File: src/rtl/eth_tx_pkg.sv
package eth_tx_pkg;

    typedef enum logic [2:0] {
        S_IDLE,
        S_DEFER,
        S_PRE,
        S_BODY,
        S_FCS,
        S_JAM,
        S_FIN
    } tx_state_e;

    localparam logic [7:0]  PRE_BYTE   = 8'h55;
    localparam logic [7:0]  SFD_BYTE   = 8'hD5;
    localparam logic [31:0] CRC_POLY_R = 32'hEDB88320;

endpackage

File: src/rtl/etx_crc32.sv
module etx_crc32 (
    input  logic clk,
    input  logic rst_n,
    input  logic init,
    input  logic upd,
    input  logic shft,
    input  logic din,
    output logic fcs_bit
);
    import eth_tx_pkg::*;

    logic [31:0] crc_q;

    always_ff @(posedge clk or negedge rst_n) begin
        if (!rst_n) begin
            crc_q <= '1;
        end else if (init) begin
            crc_q <= '1;
        end else if (upd) begin
            crc_q <= (crc_q >> 1) ^ ((crc_q[0] ^ din) ? CRC_POLY_R : 32'h0);
        end else if (shft) begin
            crc_q <= crc_q >> 1;
        end
    end

    assign fcs_bit = ~crc_q[0];

endmodule

File: src/rtl/etx_defer.sv
module etx_defer #(
    parameter int IFG_BITS = 96
) (
    input  logic clk,
    input  logic rst_n,
    input  logic cs,
    output logic quiet
);
    localparam int QW = $clog2(IFG_BITS + 1);

    logic [QW-1:0] qcnt;

    always_ff @(posedge clk or negedge rst_n) begin
        if (!rst_n) begin
            qcnt <= '0;
        end else if (cs) begin
            qcnt <= '0;
        end else if (qcnt != QW'(IFG_BITS)) begin
            qcnt <= qcnt + 1'b1;
        end
    end

    assign quiet = (qcnt == QW'(IFG_BITS));

    // the quiet indication only follows a cycle in which the line was sampled idle
    a_r6_quiet_after_idle: assert property (@(posedge clk) disable iff (!rst_n)
        quiet |-> $past(!cs));

endmodule

File: src/rtl/eth_ser_tx.sv
module eth_ser_tx #(
    parameter int LEN_W     = 11,
    parameter int HDR_BYTES = 14,
    parameter int MIN_PAY   = 46,
    parameter int MAX_PAY   = 1500,
    parameter int IFG_BITS  = 96,
    parameter int JAM_BITS  = 32,
    parameter int ADDR_W    = $clog2(HDR_BYTES + MAX_PAY)
) (
    input  logic              clk,
    input  logic              rst_n,
    input  logic              start,
    input  logic [LEN_W-1:0]  pay_len,
    output logic [ADDR_W-1:0] rd_addr,
    input  logic [7:0]        rd_data,
    input  logic              rx_en,
    input  logic              col,
    output logic              txd,
    output logic              tx_en,
    output logic              busy,
    output logic              done,
    output logic              col_flag,
    output logic              len_err
);
    import eth_tx_pkg::*;

    localparam int CNT_W    = $clog2((HDR_BYTES + MAX_PAY) * 8);
    localparam int PRE_BITS = 64;
    localparam int FCS_BITS = 32;

    tx_state_e         state, nxt;
    logic [CNT_W-1:0]  cnt;
    logic [LEN_W-1:0]  len_q;
    logic [LEN_W-1:0]  plen;
    logic [CNT_W-1:0]  body_last;
    logic [CNT_W-1:0]  byte_idx;
    logic              in_data;
    logic              body_bit;
    logic [7:0]        pre_byte;
    logic              cs, quiet, fcs_bit;
    logic              crc_init, crc_upd, crc_shft;
    logic              len_bad;

    assign cs        = rx_en | col;
    assign len_bad   = (pay_len > LEN_W'(MAX_PAY));
    assign plen      = (len_q < LEN_W'(MIN_PAY)) ? LEN_W'(MIN_PAY) : len_q;
    assign body_last = (CNT_W'(plen) + CNT_W'(HDR_BYTES)) * CNT_W'(8) - CNT_W'(1);
    assign byte_idx  = cnt >> 3;
    assign in_data   = byte_idx < (CNT_W'(len_q) + CNT_W'(HDR_BYTES));
    assign body_bit  = in_data ? rd_data[cnt[2:0]] : 1'b0;
    assign pre_byte  = (cnt[5:3] == 3'd7) ? SFD_BYTE : PRE_BYTE;
    assign rd_addr   = ADDR_W'(byte_idx);

    etx_defer #(.IFG_BITS(IFG_BITS)) u_defer (
        .clk   (clk),
        .rst_n (rst_n),
        .cs    (cs),
        .quiet (quiet)
    );

    etx_crc32 u_crc (
        .clk     (clk),
        .rst_n   (rst_n),
        .init    (crc_init),
        .upd     (crc_upd),
        .shft    (crc_shft),
        .din     (body_bit),
        .fcs_bit (fcs_bit)
    );

    // next-state logic
    always_comb begin
        nxt = state;
        unique case (state)
            S_IDLE:  if (start && !len_bad) nxt = cs ? S_DEFER : S_PRE;
            S_DEFER: if (quiet) nxt = S_PRE;
            S_PRE:   if (col) nxt = S_JAM;
                     else if (cnt == CNT_W'(PRE_BITS - 1)) nxt = S_BODY;
            S_BODY:  if (col) nxt = S_JAM;
                     else if (cnt == body_last) nxt = S_FCS;
            S_FCS:   if (col) nxt = S_JAM;
                     else if (cnt == CNT_W'(FCS_BITS - 1)) nxt = S_FIN;
            S_JAM:   if (cnt == CNT_W'(JAM_BITS - 1)) nxt = S_FIN;
            S_FIN:   nxt = S_IDLE;
            default: nxt = S_IDLE;
        endcase
    end

    // state register, bit counter and status
    always_ff @(posedge clk or negedge rst_n) begin
        if (!rst_n) begin
            state    <= S_IDLE;
            cnt      <= '0;
            len_q    <= '0;
            col_flag <= 1'b0;
            len_err  <= 1'b0;
        end else begin
            state <= nxt;
            cnt   <= (nxt != state) ? '0 : cnt + 1'b1;
            if (state == S_IDLE && start) begin
                len_q    <= pay_len;
                len_err  <= len_bad;
                col_flag <= 1'b0;
            end
            if (nxt == S_JAM && state != S_JAM) col_flag <= 1'b1;
        end
    end

    // outputs
    always_comb begin
        txd      = 1'b0;
        tx_en    = 1'b0;
        done     = 1'b0;
        busy     = (state != S_IDLE);
        crc_init = 1'b0;
        crc_upd  = 1'b0;
        crc_shft = 1'b0;
        unique case (state)
            S_PRE:  begin txd = pre_byte[cnt[2:0]]; tx_en = 1'b1; crc_init = 1'b1; end
            S_BODY: begin txd = body_bit; tx_en = 1'b1; crc_upd = 1'b1; end
            S_FCS:  begin txd = fcs_bit;  tx_en = 1'b1; crc_shft = 1'b1; end
            S_JAM:  begin txd = ~cnt[0];  tx_en = 1'b1; end
            S_FIN:  done = 1'b1;
            default: ;
        endcase
    end

    // after the 64th preamble bit with no collision, the body begins
    a_r1_pre_to_body: assert property (@(posedge clk) disable iff (!rst_n)
        (state == S_PRE && cnt == CNT_W'(PRE_BITS - 1) && !col) |=> (state == S_BODY && cnt == '0));

    // the done pulse always directly follows an enabled cycle
    a_r5_done_after_en: assert property (@(posedge clk) disable iff (!rst_n)
        done |-> $past(tx_en));

    // leaving deferral requires the quiet timer
    a_r6_defer_exit: assert property (@(posedge clk) disable iff (!rst_n)
        (state == S_PRE && $past(state) == S_DEFER) |-> $past(quiet));

    // the jam is exactly JAM_BITS long
    a_r8_jam_length: assert property (@(posedge clk) disable iff (!rst_n)
        (state == S_JAM && cnt == CNT_W'(JAM_BITS - 1)) |=> (state == S_FIN));

    // the collision flag rises only on entry to the jam
    a_r8_flag_on_jam: assert property (@(posedge clk) disable iff (!rst_n)
        $rose(col_flag) |-> (state == S_JAM));

    // a rejected request never drives the line
    a_r9_err_silent: assert property (@(posedge clk) disable iff (!rst_n)
        len_err |-> !tx_en);

endmodule

File: config.mk
export PLATFORM = sky130hd
export DESIGN_NAME = eth_ser_tx
export DESIGN_NICKNAME = d
export VERILOG_FILES = /design/src/rtl/eth_tx_pkg.sv /design/src/rtl/etx_crc32.sv /design/src/rtl/etx_defer.sv /design/src/rtl/eth_ser_tx.sv
export SDC_FILE = /design/constraint.sdc
export NUM_CORES = 1
export LEC_CHECK = 0
export BUFFER_PORTS_ARGS = -buffer_cell sky130_fd_sc_hd__buf_2
export CAP_MARGIN = 20
export CORE_MARGIN = 5
export CORE_UTILIZATION = 45
export DETAILED_ROUTE_END_ITERATION = 6
export PLACE_DENSITY = 0.66
export SLEW_MARGIN = 20
export SYNTH_ARGS = -nofsm -noshare
export SYNTH_HDL_FRONTEND = slang
export SYNTH_SLANG_ARGS = --single-unit
export TNS_END_PERCENT = 5
File: constraint.sdc
create_clock -name clk -period 12.05 [get_ports clk]
set_input_delay 1.205 -clock clk [delete_from_list [all_inputs] [get_ports clk]]
set_output_delay 1.205 -clock clk [all_outputs]
set_load 0.02 [all_outputs]
==> key figures <==
Outcome
  • Status: completed

Drt
  • WL met2: 4908 µm
  • First drt pass iteration count: 5
  • Met3 wire length: 536 µm
  • Vias per std cell: 5.834
  • DRT Wirelength: 11,020 µm
  • Wl on met1: 5382 µm
  • Per-cell routed wire length: 16.95 µm
  • Starting DRT DRC Count: 232
  • Post-route ant nets: 0
  • Via count: 3,792
  • Top routing layer used: met4
  • DRC violations left: 0

Floorplanning
  • Core area: 10,280 µm²
  • Die width: 112.2 µm
  • Die area: 12,580 µm²
  • Row Count: 37
  • Initial core utilization: 45.71%
  • I/O Pins: 41
  • Die H: 112.2 µm

STA
  • F_max: 201.8 MHz
  • Fin crit share: 41.12%
  • Slew HR: 41.69%
  • Hold Vio Cnt, Final: 0
  • RSZ-0062 raised after global routing: no
  • Worst slew pin tran: 0.8747 ns
  • Final Setup Violations: 0
  • Max Slew Vio Count: 0
  • Final worst path period need: 4.955 ns
  • Clock skew: 0.01121 ns
  • Setup TNS Final: 0 ns

Power
  • P_leak: 2.204 nW
  • Logic pwr share: 46.4%
  • Final total power: 0.001235 W
  • Maximum vdd drop: 83.06 µV
  • Pwr dens: 242.9 nW/µm²
  • Switching portion of total power: 42.59%
  • Sequential power share: 38.4%
  • Internal power: 0.0007089 W
  • Clock power share: 15.2%
  • Sw power: 0.0005258 W

Worst setup path
  • Startpoint types: flip-flop
  • Worst Setup SP: len_q[1]
  • Required time of the worst setup path: 10.85 ns
  • Setup crit end kind: output port
  • WS Path Type: flip-flop to output port
  • WP data arrival: 3.75 ns
  • CP max FO: 7
  • Reg2reg start: len_q[7]

Clock network
  • Cts repair resizes: 0
  • Cts hold-fix bufs: 0
  • TritonCTS Buffers: 9
  • CTS Root Cell: clkbuf_8
  • Clk_lat worst skew: 0.35 ns
  • Clock Sinks: 69
  • H-tree depth: 3
  • # Post-CTS Setup Buffers: 0
  • Worst-path clk slew: 0.07 ns
  • TritonCTS clock tree: done
  • Longest Clk Path Bufs: 2

Flow run
  • Max-cap violations: 0

Place
  • HPWL Detailed: 7872 µm
  • IO buf count: 40
  • Routability cong.: 0.8888

Global routing
  • Total grt overflow: 0
  • Vias in the first global route: 3,766
  • GR Util All Layers: 17.86%
  • Wire length of the first global-routing pass: 18,640 µm
  • Antenna violations before repair: 0
  • Largest net degree at the start of global routing: 70

Synth
  • Synth cell types: 72
  • Synth warn: 0
  • Yosys reg bits: 69
  • FFs w/ async S/R, synth: 100.0%
  • Post-synthesis cell area: 4698 µm²
  • Mean post-synth cell area: 9.569 µm²
  • Post-Synthesis Net Count: 535
  • Most frequently used flop master after synthesis: dfrtp_1
  • Area fraction of the dominant cell type after synthesis: 19.71%
  • Most area-hungry cell type in the Yosys netlist: dfrtp_1
  • Syn Inst Count: 491
  • Post-synth EDFFs: 0
  • Area contributors post-synth: dfrtp_1, dfstp_2, ha_1
  • Sequential-to-total area share from yosys stat: 37.60%

Worst hold path
  • Hold_sp: len_err
  • Worst Hold Class: flip-flop to flip-flop

Layout
  • NumNets Final: 553
  • Area Overhead vs Synth: 8.202%
  • Share of post-route cells with drive strength above 1: 24.12%
  • Antenna fix cells: 0
[per-stage QoR]
step	utilization, %	std cells	hold slack, ns	area [µm²]	setup WS (ns)
2_1_floorplan	-	491	0.4870	4698	7.982
3_3_place_gp	47.63	634	0.4612	4895	7.529
3_5_place_dp	47.63	634	0.4866	4895	7.508
4_1_cts	49.46	650	0.5033	5084	7.097
5_1_grt	49.46	650	0.5288	5084	6.703
6_report	49.46	650	0.4932	5084	7.095
[layout make-up]
cell class,instances,area [µm²]
clock buffers,10,127.6
clock inverters,6,61.31
fillers,980,5194
inverters,21,78.83
multi-input cells,362,2634
flip-flops and latches,69,1767
well taps,136,170.2
repair buffers,46,245.2
[kinds of logic (layout without fill, tap and decap cells)]
kind of cell / Yosys count / count (layout) / share of synthesized area, %
AO/OA/AOI/OAI: 107 / 107 / 17.58
flip-flops: 69 / 69 / 37.60
buffers and inverters: 60 / 83 / 6.471
XOR/XNOR: 45 / 45 / 10.25
AND/OR/NAND/NOR: 185 / 185 / 21.17
multiplexers: 5 / 5 / 1.598
adder cells (fa/ha/maj): 20 / 20 / 5.326
[per-layer routing]
metal  vias up  global-route usage [%]
li1       1816                       -
met1      1844                   25.77
met2       115                   26.90
met3        17                   2.965
met4         0                   6.731
met5         -                       0
[power groups by stage]
stage                     clock network (W)  logic (W)  registers (W)
after detailed placement                  0   0.000569       0.000475
after floorplan                           0   0.000508       0.000411
after global placement                    0   0.000556       0.000469
after CTS                          0.000190   0.000575       0.000472
final                              0.000187   0.000574       0.000474
after global routing               0.000200   0.000638       0.000491
[path summary, 6_finish.rpt]
check                      endpoint  slack, ns  depth (start not counted)
setup / recovery                txd       7.10                         15
hold / removal              len_err       0.49                          2
setup reg to reg             cnt[2]       7.63                         14
hold reg to reg             len_err       0.49                          2
max in group asynchronous  len_q[5]      10.42                          2
min in group asynchronous    cnt[6]       1.03                          2
[synthesized netlist by cell type, drive strengths merged, types with 12 or more instances]
cell    instances
ha             20
buf            22
nor3           26
xor2           17
o21ai          20
dfrtp          37
nand3          15
o22a           16
dfstp          32
nor4           18
clkbuf         17
a211oi         12
nand2          46
xnor2          23
inv            21
nor2           37
[flip-flops by register name, summed over array words and instances, names as in the netlist]
name          flops
cnt              14
col_flag          1
len_err           1
len_q            11
state             3
u_crc.crc_q      32
u_defer.qcnt      7
[cells in the final DEF (no fill, tap or decap), drive strengths merged, types with 11 or more instances in the layout]
cell	instances
inv	24
a211oi	12
nor4	18
nand2	46
xnor2	23
xor2	17
a21oi	11
nor2	37
o22a	16
dfstp	32
ha	20
dfrtp	37
nor3	26
o21ai	20
buf	46
nand3	15
[critical path, stage by stage, from the launching register on]
cell and delay (ns):
dfrtp_1 0.49, inv_1 0.15, ha_1 0.20, inv_1 0.04
o21ai_0 0.35, nor2_1 0.10, xnor2_1 0.16, ha_1 0.21
nor4_1 0.27, nand2_1 0.07, a31oi_1 0.21, o41ai_1 0.15
a21oi_1 0.48, a21oi_1 0.13, o22ai_1 0.19, buf_2 0.20
No activity file was read; power rests on OpenSTA's default activity.
